**src/rtl/rxu_pkg.sv**
```systemverilog
package rxu_pkg;

  typedef enum logic [2:0] {
    FN_ADD  = 3'd0,
    FN_SUB  = 3'd1,
    FN_AND  = 3'd2,
    FN_ANDN = 3'd3,
    FN_OR   = 3'd4,
    FN_ORN  = 3'd5,
    FN_XOR  = 3'd6,
    FN_XNOR = 3'd7
  } fn_e;

  typedef enum logic [2:0] {
    SK_NONE = 3'd0,
    SK_LSR  = 3'd1,
    SK_LSL  = 3'd2,
    SK_ROR  = 3'd3,
    SK_ROL  = 3'd4,
    SK_ASR  = 3'd5
  } shift_kind_e;

  // jump-form operations occupy the upper half of the op space
  function automatic logic op_is_jump(input logic [3:0] op);
    return op[3];
  endfunction

  function automatic shift_kind_e op_shift_kind(input logic [3:0] op);
    shift_kind_e k;
    case (op)
      4'd0:    k = SK_LSR;
      4'd1:    k = SK_LSL;
      4'd2:    k = SK_ROR;
      4'd3:    k = SK_ROL;
      4'd4:    k = SK_ASR;
      default: k = SK_NONE;
    endcase
    return k;
  endfunction

endpackage

```
**src/rtl/rxu_alu.sv**
```systemverilog
module rxu_alu #(
  parameter int W = 32
) (
  input  logic [2:0]   func_i,
  input  logic [W-1:0] a_i,
  input  logic [W-1:0] b_i,
  output logic [W-1:0] res_o,
  output logic         carry_o
);
  import rxu_pkg::*;

  // add with explicit carry-in; subtraction feeds ~B and carry-in 1
  function automatic logic [W:0] add_cin(input logic [W-1:0] x,
                                         input logic [W-1:0] y,
                                         input logic         cin);
    return {1'b0, x} + {1'b0, y} + {{W{1'b0}}, cin};
  endfunction

  logic         is_sub;
  logic [W-1:0] b_eff;
  logic [W:0]   sum;
  logic [W-1:0] b_inv;

  assign is_sub = (fn_e'(func_i) == FN_SUB);
  assign b_inv  = ~b_i;
  assign b_eff  = is_sub ? b_inv : b_i;
  assign sum    = add_cin(a_i, b_eff, is_sub);

  always_comb begin
    res_o   = '0;
    carry_o = 1'b0;
    case (fn_e'(func_i))
      FN_ADD, FN_SUB: begin
        res_o   = sum[W-1:0];
        carry_o = sum[W];
      end
      FN_AND:  res_o = a_i & b_i;
      FN_ANDN: res_o = a_i & b_inv;
      FN_OR:   res_o = a_i | b_i;
      FN_ORN:  res_o = a_i | b_inv;
      FN_XOR:  res_o = a_i ^ b_i;
      FN_XNOR: res_o = a_i ^ b_inv;
      default: res_o = '0;
    endcase
  end

endmodule

```
**src/rtl/rxu_shifter.sv**
```systemverilog
module rxu_shifter #(
  parameter int W = 32,
  localparam int CW = $clog2(W)
) (
  input  logic [3:0]    op_i,
  input  logic [CW-1:0] count_i,
  input  logic [W-1:0]  val_i,
  output logic [W-1:0]  val_o
);
  import rxu_pkg::*;

  shift_kind_e kind;
  logic        go_left;
  logic        do_rot;
  logic        do_arith;
  logic        active;

  assign kind     = op_shift_kind(op_i);
  assign active   = (kind != SK_NONE);
  assign go_left  = (kind == SK_LSL) || (kind == SK_ROL);
  assign do_rot   = (kind == SK_ROR) || (kind == SK_ROL);
  assign do_arith = (kind == SK_ASR);

  // logarithmic barrel: stage k moves by 2**k when count bit k is set
  logic [W-1:0] stage [CW+1];
  assign stage[0] = val_i;

  for (genvar k = 0; k < CW; k++) begin : g_stage
    localparam int S = 1 << k;
    logic [W-1:0] x;
    logic [S-1:0] fill_r;
    logic [S-1:0] fill_l;
    logic [W-1:0] right_v;
    logic [W-1:0] left_v;

    assign x       = stage[k];
    assign fill_r  = do_rot ? x[S-1:0] : (do_arith ? {S{x[W-1]}} : {S{1'b0}});
    assign fill_l  = do_rot ? x[W-1:W-S] : {S{1'b0}};
    assign right_v = {fill_r, x[W-1:S]};
    assign left_v  = {x[W-1-S:0], fill_l};
    assign stage[k+1] = (active && count_i[k]) ? (go_left ? left_v : right_v) : x;
  end

  assign val_o = stage[CW];

endmodule

```
**src/rtl/rxu_jump_eval.sv**
```systemverilog
module rxu_jump_eval #(
  parameter int W = 32
) (
  input  logic [3:0]   op_i,
  input  logic [W-1:0] res_i,
  input  logic         carry_i,
  output logic         take_o
);
  import rxu_pkg::*;

  logic is_neg;
  logic is_zero;
  logic cond;

  assign is_neg  = res_i[W-1];
  assign is_zero = (res_i == '0);

  always_comb begin
    case (op_i[2:0])
      3'd0:    cond = 1'b1;
      3'd1:    cond = is_neg;
      3'd2:    cond = is_zero;
      3'd3:    cond = carry_i;
      3'd4:    cond = 1'b1;
      3'd5:    cond = !is_neg;
      3'd6:    cond = !is_zero;
      default: cond = !carry_i;
    endcase
  end

  assign take_o = op_is_jump(op_i) && cond;

endmodule

```
**src/rtl/rxu_execute.sv**
```systemverilog
module rxu_execute #(
  parameter int W = 32,
  localparam int CW = $clog2(W)
) (
  input  logic          clk,
  input  logic          rst,
  input  logic [2:0]    func_i,
  input  logic [3:0]    op_i,
  input  logic [CW-1:0] count_i,
  input  logic [W-1:0]  opa_i,
  input  logic [W-1:0]  opb_i,
  output logic [W-1:0]  result_o,
  output logic          carry_o,
  output logic          jump_o
);

  // named internal events, observed by the bound checker
  logic [W-1:0] alu_res;
  logic         alu_cy;
  logic [W-1:0] shf_res;
  logic         jmp_take;

  rxu_alu #(.W(W)) u_alu (
    .func_i  (func_i),
    .a_i     (opa_i),
    .b_i     (opb_i),
    .res_o   (alu_res),
    .carry_o (alu_cy)
  );

  rxu_shifter #(.W(W)) u_shf (
    .op_i    (op_i),
    .count_i (count_i),
    .val_i   (alu_res),
    .val_o   (shf_res)
  );

  rxu_jump_eval #(.W(W)) u_jmp (
    .op_i    (op_i),
    .res_i   (shf_res),
    .carry_i (alu_cy),
    .take_o  (jmp_take)
  );

  always_ff @(posedge clk) begin
    if (rst) begin
      result_o <= '0;
      carry_o  <= 1'b0;
      jump_o   <= 1'b0;
    end else begin
      result_o <= shf_res;
      carry_o  <= alu_cy;
      jump_o   <= jmp_take;
    end
  end

endmodule

```
**config.mk**
```make
export PLATFORM = sky130hd
export DESIGN_NAME = rxu_execute
export DESIGN_NICKNAME = d
export VERILOG_FILES = /design/src/rtl/rxu_pkg.sv /design/src/rtl/rxu_alu.sv /design/src/rtl/rxu_shifter.sv /design/src/rtl/rxu_jump_eval.sv /design/src/rtl/rxu_execute.sv
export SDC_FILE = /design/constraint.sdc
export NUM_CORES = 1
export LEC_CHECK = 0
export ABC_AREA = 1
export BUFFER_PORTS_ARGS = -buffer_cell sky130_fd_sc_hd__buf_2
export CAP_MARGIN = 0
export CORE_MARGIN = 10
export CORE_UTILIZATION = 60
export CTS_BUF_LIST = sky130_fd_sc_hd__clkbuf_4
export DETAILED_ROUTE_END_ITERATION = 8
export PLACE_DENSITY = 0.82
export SETUP_SLACK_MARGIN = 0.1
export SYNTH_ARGS = -nofsm -noshare
export SYNTH_HDL_FRONTEND = slang
export SYNTH_SLANG_ARGS = --single-unit
```
**constraint.sdc**
```tcl
create_clock -name clk -period 9.9 [get_ports clk]
set_input_delay 0.495 -clock clk [delete_from_list [all_inputs] [get_ports clk]]
set_output_delay 0.495 -clock clk [all_outputs]
set_load 0.1 [all_outputs]
```
==> results of run 1 <==
-- power by group through the flow --
stage	clock network (mW)	logic (mW)	registers, mW
finish	0.0722	0.856	0.160
global route	0.0789	0.934	0.162
detailed placement	0	0.835	0.163
global placement	0	0.828	0.162
floorplan	0	0.505	0.297
CTS	0.0707	0.838	0.160
-- layer usage --
| layer | track usage | wire length, um | up-vias |
|---|---|---|---|
| li1 | - | - | 5932 |
| met2 | 0.554 | 16500 | 668 |
| met3 | 0.0377 | 2890 | 131 |
| met4 | 0.157 | 1830 | 2 |
| met1 | 0.408 | 13900 | 5536 |
| met5 | 0 | 13 | - |
-- layout make-up --
type	count	area share
Clock buffer	5	0.00385
Sequential cell	34	0.0699
Inverter	219	0.0848
Multi-Input combinational cell	1458	0.749
Clock inverter	2	0.00103
Timing Repair Buffer	124	0.0671
Tap cell	188	0.0242
-- how the worst min path moves through the flow --
stage          startpoint  slack, ns                end  cells after the start
2_1_floorplan     op_i[3]       0.68  jump_o$_SDFF_PP0_                      2
3_3_place_gp      op_i[1]       0.87  jump_o$_SDFF_PP0_                      4
3_5_place_dp      op_i[1]       0.88  jump_o$_SDFF_PP0_                      4
4_1_cts           op_i[1]       0.51  jump_o$_SDFF_PP0_                      4
5_1_grt           op_i[1]       0.51  jump_o$_SDFF_PP0_                      4
6_report          op_i[1]       0.51  jump_o$_SDFF_PP0_                      4
-- metrics by stage --
stage	hold slack [ns]	cell area, um^2	util	worst slack (ns)	power (mW)
finish	0.514	9740	0.643	3.72	1.09
global route	0.512	9740	0.643	3.24	1.17
CTS	0.513	9740	0.643	3.87	1.07
detailed placement	0.877	9690	0.640	3.52	0.997
global placement	0.867	9690	0.640	3.65	0.990
floorplan	0.680	9220	-	5.33	0.802
-- logic make-up (layout without fill, tap and decap cells) --
family	count (synthesis)	in the layout
fa+ha+maj	32	32
flops	34	34
buf+inv	304	350
compound gates	208	208
simple gates	1151	1151
xor+xnor	67	67
-- Yosys cell counts, types with 4 or more instances --
master / number
nand3_2: 12
clkbuf_1: 24
o21bai_1: 4
a22oi_1: 26
dfxtp_1: 34
inv_1: 203
inv_2: 11
nand3_1: 387
nand2_1: 602
nand2_2: 20
o21ai_0: 57
a21oi_1: 74
clkinv_1: 4
nor3_1: 6
nor2_2: 5
buf_4: 14
xnor2_1: 49
o21ai_1: 22
xor2_1: 18
buf_2: 34
ha_1: 31
nand4_1: 13
buf_1: 10
o211ai_1: 8
nor2_1: 84
or2_1: 4
-- registers in the layout (all words and copies together), names as in the netlist --
register	cells
carry_o	1
jump_o	1
result_o	32
-- layout by cell type (no fill, tap or decap), types with 3 or more instances in the layout --
| cell type | synthesis | layout |
|---|---|---|
| nand2_1 | 602 | 601 |
| nand3_1 | 387 | 387 |
| inv_1 | 203 | 203 |
| buf_2 | 34 | 111 |
| nor2_1 | 84 | 82 |
| a21oi_1 | 74 | 74 |
| o21ai_0 | 57 | 57 |
| xnor2_1 | 49 | 49 |
| dfxtp_1 | 34 | 34 |
| ha_1 | 31 | 31 |
| a22oi_1 | 26 | 26 |
| o21ai_1 | 22 | 22 |
| nand2_2 | 20 | 20 |
| xor2_1 | 18 | 18 |
| nand4_1 | 13 | 13 |
| buf_4 | 14 | 13 |
| nand3_2 | 12 | 12 |
| inv_2 | 11 | 10 |
| o211ai_1 | 8 | 8 |
| nor2_2 | 5 | 6 |
| nor3_1 | 6 | 6 |
| clkbuf_4 | 0 | 5 |
| nor2_4 | 3 | 4 |
| nand2_4 | 3 | 4 |
| o21bai_1 | 4 | 4 |
| clkinv_1 | 4 | 4 |
| or2_1 | 4 | 4 |
| a21o_1 | 3 | 3 |
| a21oi_2 | 3 | 3 |
| clkinv_2 | 0 | 3 |
==> results.py, run 1 <==
metrics = {
    "outcome": {
        "outcome": "complete, no violations",
    },
    "cells_and_area": {
        "drive_gt1_frac": 0.109,
        "nets": 1952,
        "final_cells": 2030,
        "nFillCells": 1630,
        "seq_area_um2": 681,
        "area_growth_pct": 5.62,
        "multi_input_area_mm2": 0.00730,
        "num_antenna_cells": 0,
    },
    "clock_network": {
        "cts_made_buffers": 5,
        "clockRootBuffer": "clkbuf_4",
        "htree_levels": 2,
        "clockBufferDepth": 2,
        "clk_pin_slew_worst_paths_ns": 0.10,
        "post-cts-setup-buffers": 0,
        "numClockSinks": 34,
        "cts_hold_buf": 0,
        "cts-resized-gates": 0,
        "cts_tree": "built",
    },
    "floorplan": {
        "rows": 45,
        "die_height_um": 144,
        "initial_core_util": 0.609,
        "core_area_mm2": 0.0151,
        "ios": 112,
        "dieArea_mm2": 0.0207,
        "die_x_um": 144,
    },
    "pwr": {
        "p_comb_frac": 0.787,
        "p_leak_nw": 5.50,
        "p_seq_frac": 0.147,
        "p_int_uw": 413,
        "switching_share": 0.620,
        "switchingPower_uw": 675,
        "p_per_area_mw_per_mm2": 112,
        "ir_worst_vdd_v": 0.0000816,
        "clock_power_share": 0.066,
    },
    "yosys": {
        "synth-seq-cells": 34,
        "synthXorXnorAreaFrac": 0.0636,
        "ys_types": 48,
        "synthesis.area_mm2": 0.00922,
        "ys_seq_area_frac": 0.0738,
        "synth_top_area_frac": 0.245,
        "async_flop_share": 0,
        "synthSimpleGateAreaFrac": 0.552,
        "synth_largest_area_cell": "nand2_1",
        "synth_area_leaders": "nand2_1 25%, nand3_1 21%, inv_1 8.3%",
        "syn_avg_cell_area_um2": 5.13,
        "synth-edff-count": 0,
        "synth_flop_cell": "dfxtp_1",
        "synthMuxAreaShare": 0,
        "synthAdderAreaFrac": 0.0442,
        "postSynthCellCount": 1796,
        "synth_compound_gate_area_share": 0.129,
        "ys_warn_count": 0,
        "synth_nets": 1906,
        "synth_top_family_by_area": "simple AND/OR/NAND/NOR gates",
    },
    "route": {
        "via_per_inst": 6.04,
        "avgRoutedWirePerCell_um": 17.3,
        "dr_total_vias": 12300,
        "firstDrtPassIters": 7,
        "ant_nets": 0,
        "drc_errors": 0,
        "wl_um": 35100,
        "drt_iter0_markers": 1619,
    },
    "timing": {
        "rsz0062_at_grt": "no",
        "worstMarginPinSlew_ns": 1.16,
        "fin_crit_ns": 6.18,
        "clock.fmax_ghz": 0.162,
        "setup_violations": 0,
        "hold_viol_final": 0,
        "post-route-period-util": 0.624,
        "slew_violations": 0,
        "relSlewSlack": 0.221,
        "tns_ns": 0,
    },
    "critical_path": {
        "start_kind": "primary input",
        "worst-path-max-fanout": 35,
        "cp-startpoint": "func_i[2]",
        "path_buf_inv": 5,
        "endpoint": "jump_o$_SDFF_PP0_",
        "crit_path_end_kind": "flip-flop",
        "cp.required_ns": 10.12,
        "slowest_delay_ns": 0.54,
        "cpLargestDelayFamily": "simple AND/OR/NAND/NOR gates",
        "worst-path-stages": 33,
        "critical-path-slowest-cell": "nor2_8",
        "cp_common_cell": "nand3_1",
        "worst-setup-path-type": "in -> reg",
        "arrival_ns": 6.40,
    },
    "placed_design": {
        "port_buffers": 111,
        "dp_hpwl_um": 28200,
        "dp_cells": 2023,
        "gp_congestion": 1.05,
    },
    "grt": {
        "grt_max_degree": 89,
        "antenna_found_initial": 1,
        "track_usage": 0.329,
        "grt_pass1_vias": 10900,
        "grt_pass1_wl_um": 55500,
        "grt_overflow": 0,
    },
    "flow_run": {
        "cap_violations": 0,
    },
    "hold_path": {
        "hp-class": "in -> reg",
    },
}
(Power assumes the default switching activity.)
==> run 2: changes to the inputs <==
clock period = 5.7 ns   (was 9.9 ns; I/O delays follow)
==> run 2 against run 1 <==
  * Total power rose by 76%
  * Sequential power rose by 74%
  * Design area rose by 0.89%
  * Clock power rose by 87%
  * Sequential share of layout area fell by 0.061 points
  * First-iteration DRC count rose by 3.7%
  * Critical path depth rose by 1
==> results.py, run 2 (synthesized netlist as in run 1, its figures left out) <==
metrics = {
    "timing": {
        "slew_violations": 0,
        "clock.fmax_ghz": 0.204,
        "setup_violations": 0,
        "relSlewSlack": 0.225,
        "worstMarginPinSlew_ns": 1.16,
        "hold_viol_final": 0,
        "rsz0062_at_grt": "no",
        "holdWs_ns": 0.269,
        "tns_ns": 0,
        "post-route-period-util": 0.859,
        "fin_crit_ns": 4.89,
    },
    "clock_network": {
        "numClockSinks": 34,
        "clockRootBuffer": "clkbuf_4",
        "cts_hold_buf": 0,
        "htree_levels": 2,
        "clockBufferDepth": 2,
        "cts-resized-gates": 0,
        "post-cts-setup-buffers": 0,
        "cts_made_buffers": 5,
        "cts_tree": "built",
        "clk_pin_slew_worst_paths_ns": 0.10,
    },
    "grt": {
        "grt_max_degree": 51,
        "track_usage": 0.337,
        "grt_overflow": 0,
        "grt_pass1_vias": 11000,
        "grt_pass1_wl_um": 56800,
        "antenna_found_initial": 0,
    },
    "route": {
        "wl_um": 36000,
        "met3_length_um": 3280,
        "ant_nets": 0,
        "routed.top_layer": "met4",
        "via_per_inst": 6.01,
        "dr_total_vias": 12300,
        "drt-met1-wl_um": 14000,
        "avgRoutedWirePerCell_um": 17.6,
        "firstDrtPassIters": 6,
        "drt_iter0_markers": 1679,
        "met2_length_um": 16500,
        "drc_errors": 0,
    },
    "critical_path": {
        "start_kind": "primary input",
        "cp_common_cell": "nand3_1",
        "critical-path-slowest-cell": "ha_1",
        "slowest_delay_ns": 0.42,
        "cp.required_ns": 6.00,
        "worst-path-max-fanout": 31,
        "arrival_ns": 5.19,
        "worst-setup-path-type": "in -> reg",
        "crit_path_end_kind": "flip-flop",
    },
    "floorplan": {
        "die_height_um": 144,
        "core_area_mm2": 0.0151,
        "dieArea_mm2": 0.0207,
        "rows": 45,
        "initial_core_util": 0.609,
        "ios": 112,
        "die_x_um": 144,
    },
    "cells_and_area": {
        "area_growth_pct": 6.55,
        "largest_register": "result_o",
        "layout_common_cells": "601 x nand2_1, 387 x nand3_1, 203 x inv_1",
        "nets": 1961,
        "largest_register_ffs": 32,
        "nFillCells": 1607,
        "multi_input_area_mm2": 0.00730,
        "seq_area_um2": 681,
        "final_common_cell": "nand2_1",
        "drive_gt1_frac": 0.113,
        "largest_registers": "result_o: 32 flops, carry_o: 1 flops, jump_o: 1 flops",
        "num_antenna_cells": 0,
    },
    "pwr": {
        "ir_worst_vdd_v": 0.000151,
        "p_per_area_mw_per_mm2": 195,
        "p_leak_nw": 5.55,
    },
    "hold_path": {
        "hp-class": "in -> reg",
    },
    "placed_design": {
        "dp_hpwl_um": 29000,
        "port_buffers": 111,
        "gp_congestion": 1.05,
    },
    "outcome": {
        "outcome": "complete, no violations",
    },
    "flow_run": {
        "cap_violations": 0,
    },
}
-- run 2: cell types whose count changed in the layout (fill, tap and decap cells not counted), sizes merged --
| cell | change |
|---|---|
| buf | +9 |
| clkinvlp | +1 |
-- run 2: metrics by stage --
| stage | instance area, um^2 | setup WS, ns | power, mW | std cells | util |
|---|---|---|---|---|---|
| after global routing | 9830 | 0.412 | 2.06 | 2040 | 0.649 |
| after detailed placement | 9770 | 0.556 | 1.75 | 2032 | 0.645 |
| after floorplan | 9220 | 1.34 | 1.39 | 1796 | - |
| after CTS | 9830 | 0.920 | 1.88 | 2040 | 0.649 |
| final | 9830 | 0.805 | 1.92 | 2040 | 0.649 |
| after global placement | 9770 | 0.626 | 1.73 | 2032 | 0.645 |
-- run 2: layer usage --
layer  GRT usage  vias up
met3      0.0394      150
met4       0.191        0
met5           0        -
met2       0.554      733
li1            -     5950
met1       0.418     5423
-- run 2: cell type report --
type                       count  share of cell area
clock buffer                   5             0.00382
tap                          188              0.0239
multi-input combinational   1458               0.743
inverter                     219              0.0840
sequential                    34              0.0693
clock inverter                 3             0.00166
timing repair buffer         133              0.0746
-- run 2: report_power, final --
part	internal, mW	switching [mW]	leakage, nW
Combinational	0.409	1.10	5.23
Clock	0.0458	0.0894	0.0286
Sequential	0.269	0.00870	0.283
-- run 2: path summary, 6_finish.rpt --
kind | startpoint | end | slack [ns] | cells past startpoint
hold / removal | op_i[1] | jump_o$_SDFF_PP0_ | 0.27 | 4
setup / recovery | func_i[1] | jump_o$_SDFF_PP0_ | 0.81 | 34
-- run 2: worst max-delay path, delay by kind of cell --
family,cells,cell delay (ns)
and+or+nand+nor,26,3.49
buffers and inverters,4,0.56
xor gates and xnor gates,1,0.15
AOI/OAI and AO/OA,2,0.23
adders and majority gates,1,0.42
